===== config.mk =====
export PLATFORM = sky130hd
export DESIGN_NAME = tdm_rx_slot_engine
export DESIGN_NICKNAME = d
export VERILOG_FILES = /design/src/rtl/tdm_rx_pkg.sv /design/src/rtl/tdm_slot_tracker.sv /design/src/rtl/tdm_shift_capture.sv /design/src/rtl/tdm_out_hold.sv /design/src/rtl/tdm_rx_slot_engine.sv
export SDC_FILE = /design/constraint.sdc
export NUM_CORES = 1
export LEC_CHECK = 0
export BUFFER_PORTS_ARGS = -buffer_cell sky130_fd_sc_hd__buf_4
export CORE_UTILIZATION = 43
export CTS_CLUSTER_DIAMETER = 200
export DETAILED_ROUTE_END_ITERATION = 12
export PLACE_DENSITY = 0.69
export SETUP_SLACK_MARGIN = 0.3
export SYNTH_ARGS = -nofsm -noshare
export SYNTH_HDL_FRONTEND = slang
export SYNTH_SLANG_ARGS = --single-unit

===== constraint.sdc =====
create_clock -name bclk -period 3.3 [get_ports bclk]
set_input_delay 0.495 -clock bclk [delete_from_list [all_inputs] [get_ports bclk]]
set_output_delay 0.495 -clock bclk [all_outputs]
set_load 0.05 [all_outputs]

===== src/rtl/tdm_rx_pkg.sv =====
package tdm_rx_pkg;
  typedef enum logic [1:0] {
    LANE_OFF  = 2'd0,
    LANE_RSV1 = 2'd1,
    LANE_RX   = 2'd2,
    LANE_RSV3 = 2'd3
  } lane_mode_e;

  localparam int MASK_BITS = 32;
endpackage


===== src/rtl/tdm_slot_tracker.sv =====
module tdm_slot_tracker #(
  parameter int SLOT_W     = 32,
  parameter int MAX_SLOTS  = 384,
  parameter int SLOT_IDX_W = $clog2(MAX_SLOTS + 1)
) (
  input  logic                  clk,
  input  logic                  rst_n,
  input  logic                  rx_en,
  input  logic                  fsync,
  output logic                  frame_start,
  output logic                  slot_done,
  output logic [SLOT_IDX_W-1:0] slot_idx
);
  localparam int BIT_W = (SLOT_W > 2) ? $clog2(SLOT_W) : 1;
  localparam logic [BIT_W-1:0]      LAST_BIT = BIT_W'(SLOT_W - 1);
  localparam logic [SLOT_IDX_W-1:0] SLOT_LIM = SLOT_IDX_W'(MAX_SLOTS);

  logic                  fs_q;
  logic                  locked;
  logic [BIT_W-1:0]      bit_cnt;
  logic [SLOT_IDX_W-1:0] slot_q;
  logic                  in_range;
  logic                  last_bit;

  assign frame_start = rx_en & fsync & ~fs_q;
  assign in_range    = slot_q < SLOT_LIM;
  assign last_bit    = bit_cnt == LAST_BIT;
  assign slot_done   = rx_en & locked & in_range & ~frame_start & last_bit;
  assign slot_idx    = slot_q;

  always_ff @(posedge clk or negedge rst_n) begin
    if (!rst_n) begin
      fs_q    <= 1'b0;
      locked  <= 1'b0;
      bit_cnt <= '0;
      slot_q  <= '0;
    end else begin
      fs_q <= fsync;
      if (!rx_en) begin
        locked  <= 1'b0;
        bit_cnt <= '0;
        slot_q  <= '0;
      end else if (frame_start) begin
        locked  <= 1'b1;
        bit_cnt <= BIT_W'(1);
        slot_q  <= '0;
      end else if (locked && in_range) begin
        if (last_bit) begin
          bit_cnt <= '0;
          slot_q  <= slot_q + 1'b1;
        end else begin
          bit_cnt <= bit_cnt + 1'b1;
        end
      end
    end
  end

  assert_start_clears_R2: assert property (@(posedge clk) disable iff (!rst_n)
    frame_start |=> (slot_idx == '0));

  assert_slot_bound_R5: assert property (@(posedge clk) disable iff (!rst_n)
    slot_idx <= SLOT_LIM);

  assert_no_done_past_limit_R5: assert property (@(posedge clk) disable iff (!rst_n)
    (slot_idx == SLOT_LIM) |-> !slot_done);
endmodule


===== src/rtl/tdm_shift_capture.sv =====
module tdm_shift_capture #(
  parameter int SLOT_W = 32
) (
  input  logic              clk,
  input  logic              rst_n,
  input  logic              rx_en,
  input  logic              sdata,
  output logic [SLOT_W-1:0] word
);
  logic [SLOT_W-2:0] shreg;

  always_ff @(posedge clk or negedge rst_n) begin
    if (!rst_n) begin
      shreg <= '0;
    end else if (rx_en) begin
      shreg <= {shreg[SLOT_W-3:0], sdata};
    end
  end

  // Word as it stands once the current bit is included (MSB received first).
  assign word = {shreg, sdata};
endmodule


===== src/rtl/tdm_out_hold.sv =====
module tdm_out_hold #(
  parameter int DATA_W = 32,
  parameter int IDX_W  = 9
) (
  input  logic              clk,
  input  logic              rst_n,
  input  logic              load,
  input  logic [DATA_W-1:0] load_data,
  input  logic [IDX_W-1:0]  load_idx,
  output logic              out_valid,
  input  logic              out_ready,
  output logic [DATA_W-1:0] out_data,
  output logic [IDX_W-1:0]  out_slot
);
  logic take;
  logic accept_new;

  assign take       = out_valid & out_ready;
  assign accept_new = load & (~out_valid | out_ready);

  always_ff @(posedge clk or negedge rst_n) begin
    if (!rst_n) begin
      out_valid <= 1'b0;
      out_data  <= '0;
      out_slot  <= '0;
    end else if (accept_new) begin
      out_valid <= 1'b1;
      out_data  <= load_data;
      out_slot  <= load_idx;
    end else if (take) begin
      out_valid <= 1'b0;
    end
  end

  assert_hold_stable_R8: assert property (@(posedge clk) disable iff (!rst_n)
    (out_valid && !out_ready) |=> (out_valid && $stable(out_data) && $stable(out_slot)));

  assert_take_and_reload_R9: assert property (@(posedge clk) disable iff (!rst_n)
    (load && out_valid && out_ready) |=> (out_valid && out_data == $past(load_data)));
endmodule


===== src/rtl/tdm_rx_slot_engine.sv =====
module tdm_rx_slot_engine
  import tdm_rx_pkg::*;
#(
  parameter int SLOT_W     = 32,
  parameter int MAX_SLOTS  = 384,
  parameter int SLOT_IDX_W = $clog2(MAX_SLOTS + 1)
) (
  input  logic                  bclk,
  input  logic                  rst_n,
  input  logic [1:0]            lane_mode,
  input  logic [31:0]           slot_mask,
  input  logic                  fsync,
  input  logic                  sdata,
  output logic                  out_valid,
  input  logic                  out_ready,
  output logic [SLOT_W-1:0]     out_data,
  output logic [SLOT_IDX_W-1:0] out_slot
);
  localparam int MASK_SEL_W = $clog2(MASK_BITS);

  logic                  rx_en;
  logic                  frame_start;
  logic                  slot_done;
  logic [SLOT_IDX_W-1:0] slot_idx;
  logic [SLOT_W-1:0]     word;
  logic [MASK_SEL_W-1:0] mask_sel;
  logic                  slot_active;
  logic                  capture;

  assign rx_en = (lane_mode_e'(lane_mode) == LANE_RX);

  tdm_slot_tracker #(
    .SLOT_W(SLOT_W), .MAX_SLOTS(MAX_SLOTS), .SLOT_IDX_W(SLOT_IDX_W)
  ) u_tracker (
    .clk(bclk), .rst_n(rst_n), .rx_en(rx_en), .fsync(fsync),
    .frame_start(frame_start), .slot_done(slot_done), .slot_idx(slot_idx)
  );

  tdm_shift_capture #(.SLOT_W(SLOT_W)) u_shift (
    .clk(bclk), .rst_n(rst_n), .rx_en(rx_en), .sdata(sdata), .word(word)
  );

  // Mask bit chosen by slot index modulo the mask width.
  generate
    if (SLOT_IDX_W > MASK_SEL_W) begin : g_wrap_sel
      assign mask_sel = slot_idx[MASK_SEL_W-1:0];
    end else begin : g_pad_sel
      assign mask_sel = MASK_SEL_W'(slot_idx);
    end
  endgenerate

  assign slot_active = slot_mask[mask_sel];
  assign capture     = slot_done & slot_active;

  tdm_out_hold #(.DATA_W(SLOT_W), .IDX_W(SLOT_IDX_W)) u_hold (
    .clk(bclk), .rst_n(rst_n), .load(capture), .load_data(word), .load_idx(slot_idx),
    .out_valid(out_valid), .out_ready(out_ready), .out_data(out_data), .out_slot(out_slot)
  );

  assert_rx_mode_only_R1: assert property (@(posedge bclk) disable iff (!rst_n)
    $rose(out_valid) |-> ($past(lane_mode) == 2'b10));

  assert_masked_slot_R4: assert property (@(posedge bclk) disable iff (!rst_n)
    $rose(out_valid) |-> ((($past(slot_mask) >> (32'(out_slot) % 32)) & 32'd1) != 32'd0));

  assert_index_in_range_R5: assert property (@(posedge bclk) disable iff (!rst_n)
    out_valid |-> (32'(out_slot) < MAX_SLOTS));
endmodule


### Word level (Yosys, flattened, before mapping)

Index checks and enable logic that the tools add are counted.
W data, S select, Z words.

* register bits: 89
* latch bits: 0
* memory bits (writable): 0
* ROM bits: 0
* input bits: 39
* output and inout bits: 42
* logic and storage cells: 47
* memories: 0

* add/subtract/negate cells: 2
* multiply operators: 0
* divide/modulo/power cells: 0
* $lt $le $gt $ge: 2
* eq/ne operators: 5
* shifts and indexed selects: 0
* muxes and demuxes: 14
* bitwise operators: 13
* reductions and logical operators: 3

Operator list (count)
* $mux W9: 4
* $mux W5: 4
* $add A9 B1 Y9 const B: 1
* $and A1 B1 Y1: 9
* $lt A9 B9 Y1 const B: 1
* $lt A5 B6 Y1 const B: 1
* $ne A3 B3 Y1 const B: 2
* $add A5 B1 Y5 const B: 1
* $bmux W1 S5: 1
* $eq A5 B5 Y1 const B: 1
* $mux W1: 5
* $not A1 Y1: 3
* $eq A2 B2 Y1 const B: 1
* $ne A2 B2 Y1 const B: 1
* $reduce_and A2 Y1: 1
* $reduce_bool A2 Y1: 1
* $logic_and A1 B1 Y1: 1
* $or A1 B1 Y1: 1

### Longest topological paths before layout

* word-level depth: 9
* depth in mapped cells: 9
* mapped depth without buffers: 8

### Modules after synthesis

A second synthesis with hierarchy kept.

* cells, all modules: 264
* area, all modules: 4031.4 sq um

By module, submodules not included
* tdm_out_hold: instances 1, cells each 90, area an instance 1739.2 sq um, sequential area each 1051.0 sq um
* tdm_shift_capture: instances 1, cells each 66, area an instance 1166.1 sq um, sequential area each 775.7 sq um
* tdm_slot_tracker: instances 1, cells each 84, area an instance 809.5 sq um, sequential area each 400.4 sq um
* tdm_rx_slot_engine: instances 1, cells each 24, area an instance 316.6 sq um, sequential area each 0.0 sq um

### Worst setup path after synthesis

OpenSTA, ideal clock, no wires.

* path type: register to register
* from: reg u_tracker.bit_cnt[0]
* to: reg u_hold.out_data[0]
* setup time: 125 ps
* arrival: 1962 ps
* required time: 3175 ps
* setup slack: 1213 ps
* stages on the path, launching flop included: 9
* path buffers: 1
* period minus slack after synthesis: 2087 ps
* cells stage by stage: dfrtp_1 -> ha_1 -> and3_1 -> ha_1 -> nand2_1 -> nor3_1 -> nand4_2 -> buf_6 -> mux2_4

* word-level cells in the longest chain between the ends: 4

RTL lines
* from (decl): line tdm_slot_tracker.sv:20 `logic [BIT_W-1:0] bit_cnt;`
* from (signal assigned): line tdm_slot_tracker.sv:52 `bit_cnt <= bit_cnt + 1'b1;`
* $eq A5 B5 Y1: line tdm_slot_tracker.sv:27 `assign last_bit = bit_cnt == LAST_BIT;`
* $and A1 B1 Y1: line tdm_slot_tracker.sv:28 `assign slot_done = rx_en & locked & in_range & ~frame_start & last_bit;`
* $and A1 B1 Y1: line tdm_rx_slot_engine.sv:53 `assign capture = slot_done & slot_active;`
* $and A1 B1 Y1: line tdm_out_hold.sv:19 `assign accept_new = load & (~out_valid | out_ready);`
* to (signal assigned): line tdm_out_hold.sv:28 `out_data <= load_data;`
* to (decl): line tdm_out_hold.sv:12 `output logic [DATA_W-1:0] out_data,`

Every way passes these cells.
A chain may end at the register's enable or synchronous reset.

### Final worst setup path

* from: reg u_tracker.slot_q[0] (netlist: u_tracker.slot_idx[0])
* to: reg u_hold.out_data[18]

* word-level cells in the longest chain between the ends: 6
* elaborated cells on any way between the ends: 8
* classes of those cells: order compare: 1; mux: 2; bitwise: 5

RTL lines
* from (decl): line tdm_slot_tracker.sv:21 `logic [SLOT_IDX_W-1:0] slot_q;`
* from (signal assigned): line tdm_slot_tracker.sv:50 `slot_q <= slot_q + 1'b1;`
* $lt A9 B9 Y1: line tdm_slot_tracker.sv:26 `assign in_range = slot_q < SLOT_LIM;`
* $and A1 B1 Y1 (3 in a row): line tdm_slot_tracker.sv:28
* $and A1 B1 Y1 (*): line tdm_rx_slot_engine.sv:53
* $and A1 B1 Y1 (*): line tdm_out_hold.sv:19

Every way passes the cells marked *; elsewhere a longest branch is shown, timed or not. The select of a mux whose other input is x is not followed.

==> results.yml <==
placed_design:
  routabilityCongestion: 0.700
  port_buffers: 80
  post_dp_cell_area_um2: 4700
  hpwl_um: 4700
  dp_worst_setup_slack_ns: 0.643
synthesis:
  syn_avg_cell_area_um2: 14.2
  synth_warnings: 0
  syn_area_um2: 4010
  syn-num-nets: 324
  synth_seq_cells: 89
  seq_area_frac_synth: 0.555
  yosysUniqueCellTypes: 37
  syn_inst: 282
timing:
  setup_viol: 0
  final_hold_viol_count: 0
  setup_tns_ns: 0
  whs_ns: 0.271
  worst_clock_skew_ns: 0.0130
  worst_pin_slew_ns: 1.09
  fmax_mhz: 373
  fin_crit_ns: 2.68
  rsz0062_at_grt: "no"
  drv_slew: 0
  layout_setup_ws_ns: 0.620
  layout_worst_path_cycle_share: 0.812
  slew_headroom: 0.273
finish:
  syn2layout_area_growth_pct: 21.7
  postLayoutCoreUtil: 0.549
  stdcell_area_um2: 4880
  drive_above_1_share: 0.496
  antenna_cells_inserted: 0
  fin_nets: 404
flow_run:
  max-cap-violations: 0
drt:
  first_pass_iters: 4
  routed_wirelength_um: 7050
  num_vias: 2466
  drt_iter0_drc: 85
  routed_via_density: 5.19
  ant_nets: 0
  drcViolationCount: 0
  routedWlPerCell_um: 14.8
global_routing:
  gr-total-overflow: 0
  grt_max_degree: 90
  grt_antenna_before_repair: 0
  grt_pass1_vias: 2528
  grt_pass1_wl_um: 12200
  grt_usage: 0.157
cts:
  cts_tree: "built"
  clockRootBuffer: "clkbuf_8"
  cts_hold_buf: 0
  clkSinkCount: 89
  cts_buffers: 9
  cts_setup_buffers: 0
  cts_resized: 0
  clock_latency_ns: 0.35
  cts_max_level: 3
  cts.path.max_buffers: 2
  clk_pin_slew_ns: 0.09
critical_path:
  max_stage_delay_ns: 0.92
  critPathRequiredTime_ns: 3.53
  cp_max_fo: 40
  worstPathCellList: "mux2_2 > o221ai_1 > nand3b_1 > nand4_4 > buf_12 > mux2_4"
  cpMaxStageDelayCell: "dfrtp_1"
  end_kind: "register"
  reg2reg_depth: 6
  setup.worst_path.start_class: "register"
  cp_data_arrival_time_ns: 2.91
  crit_type: "reg -> reg"
power_and_ir_drop:
  p_leak_nw: 2.47
  ir_worst_vdd_mv: 0.237
  power_density_nw_per_um2: 435
die:
  die-area_um2: 9720
  pin_count: 81
  initial_core_util: 0.451
  core-area_um2: 8890
  rows: 34
  die_h_um: 98.6
  fp.dieW_um: 98.6
min_path:
  min_path_cells: 1
  min_path_type: "in -> reg"
outcome:
  outcome: "finished, final reports clean"
[final cells by class]
cell class | count | area [um^2]
Fill cell | 762 | 4010
Clock buffer | 11 | 141
Clock inverter | 5 | 40.0
Tap cell | 108 | 135
Timing Repair Buffer | 83 | 636
Sequential cell | 89 | 2230
Multi-Input combinational cell | 176 | 1690
Inverter | 3 | 11.3
[layout by cell type (no fill, tap or decap), types with 2 or more instances in the layout]
master	synthesis	final
nand3_1	5	5
nand2b_1	2	2
nand3b_1	3	3
o221ai_1	3	3
dfrtp_1	89	89
xor2_1	4	4
mux2_4	40	40
o21ai_0	4	4
nor2b_1	4	3
mux2_2	39	39
a22oi_1	3	3
nand4_1	2	2
a21oi_1	7	7
mux2i_1	10	10
xnor2_1	2	2
inv_1	3	3
nand2_1	17	17
a31oi_1	2	2
a22oi_2	2	2
clkinvlp_4	0	3
clkbuf_8	0	10
buf_4	1	82
nor2_1	12	12
a21boi_0	2	2
ha_1	3	3
[metal layers]
layer  track usage  share of wire  up-vias
li1              -              -     1170
met1         0.218           0.48     1238
met2         0.243           0.46       50
met3        0.0355          0.044        8
met4        0.0586          0.012        0
met5             0              0        -
[synth_stat cells]
cell | n | area [um^2]
a21boi_0 | 2 | 15.0
a21boi_1 | 1 | 7.51
a21oi_1 | 7 | 35.0
a22oi_1 | 3 | 22.5
a22oi_2 | 2 | 25.0
a2bb2oi_1 | 1 | 8.76
a31oi_1 | 2 | 12.5
and2_1 | 1 | 6.26
and3_1 | 1 | 6.26
buf_2 | 2 | 10.0
buf_4 | 1 | 7.51
buf_6 | 4 | 45.0
clkbuf_1 | 6 | 22.5
clkbuf_4 | 1 | 7.51
dfrtp_1 | 89 | 2230
ha_1 | 3 | 37.5
inv_1 | 3 | 11.3
mux2_2 | 39 | 439
mux2_4 | 40 | 601
mux2i_1 | 10 | 100
nand2_1 | 17 | 63.8
nand2b_1 | 2 | 12.5
nand3_1 | 5 | 25.0
nand3b_1 | 3 | 22.5
nand4_1 | 2 | 12.5
nand4_2 | 1 | 12.5
nor2_1 | 12 | 45.0
nor2b_1 | 4 | 25.0
nor3_1 | 1 | 5.00
o211a_1 | 1 | 10.0
o21ai_0 | 4 | 20.0
o221ai_1 | 3 | 26.3
o221ai_2 | 1 | 15.0
o32ai_1 | 1 | 8.76
or3_1 | 1 | 6.26
xnor2_1 | 2 | 17.5
xor2_1 | 4 | 35.0
[critical path, delay by kind of cell (launching register included)]
kind | cells | cell delay, ns
buf+inv | 1 | 0.30
simple gates | 2 | 0.33
mux | 2 | 0.76
flops | 1 | 0.92
compound gates | 1 | 0.24
[final timing paths]
kind,endpoint,slack [ns],startpoint
hold / removal,u_tracker.fs_q$_DFF_PN0_,0.27,fsync
setup reg to reg,u_hold.out_data[18]$_DFFE_PN0P_,0.62,u_tracker.slot_idx[0]$_DFFE_PN0P_
setup / recovery,u_hold.out_data[18]$_DFFE_PN0P_,0.62,u_tracker.slot_idx[0]$_DFFE_PN0P_
max in group asynchronous,u_tracker.slot_idx[2]$_DFFE_PN0P_,2.27,rst_n
hold reg to reg,u_hold.out_data[31]$_DFFE_PN0P_,0.52,u_shift.shreg[30]$_DFFE_PN0N_
min in group asynchronous,u_shift.shreg[15]$_DFFE_PN0N_,0.34,rst_n
[flip-flops by register name, indices dropped and copies added (netlist names)]
name and count:
u_tracker.fs_q 1, u_tracker.slot_idx 9, u_hold.out_slot 9, u_hold.out_valid 1
u_shift.shreg 31, u_tracker.bit_cnt 5, u_hold.out_data 32, u_tracker.locked 1
[per-stage QoR]
| stage | cells | total power, W |
|---|---|---|
| floorplan | 282 | 0.00136 |
| global placement | 459 | 0.00145 |
| detailed placement | 459 | 0.00146 |
| CTS | 475 | 0.00215 |
| global route | 475 | 0.00222 |
| finish | 475 | 0.00212 |
[logic make-up after synthesis]
family / count (synthesis) / synth area share
simple gates: 50 / 0.0605
flops: 89 / 0.555
compound gates: 28 / 0.0515
mux: 89 / 0.284
xor+xnor: 6 / 0.0131
buf+inv: 17 / 0.0259
fa+ha+maj: 3 / 0.00936
[where the power goes]
part           internal (W)  switching (W)  leakage, nW
clock              0.000299       0.000390       0.0822
sequential          0.00118      0.0000676         1.22
combinational      0.000116      0.0000704         1.17
total               0.00159       0.000528         2.47
(Power assumes the default switching activity.)
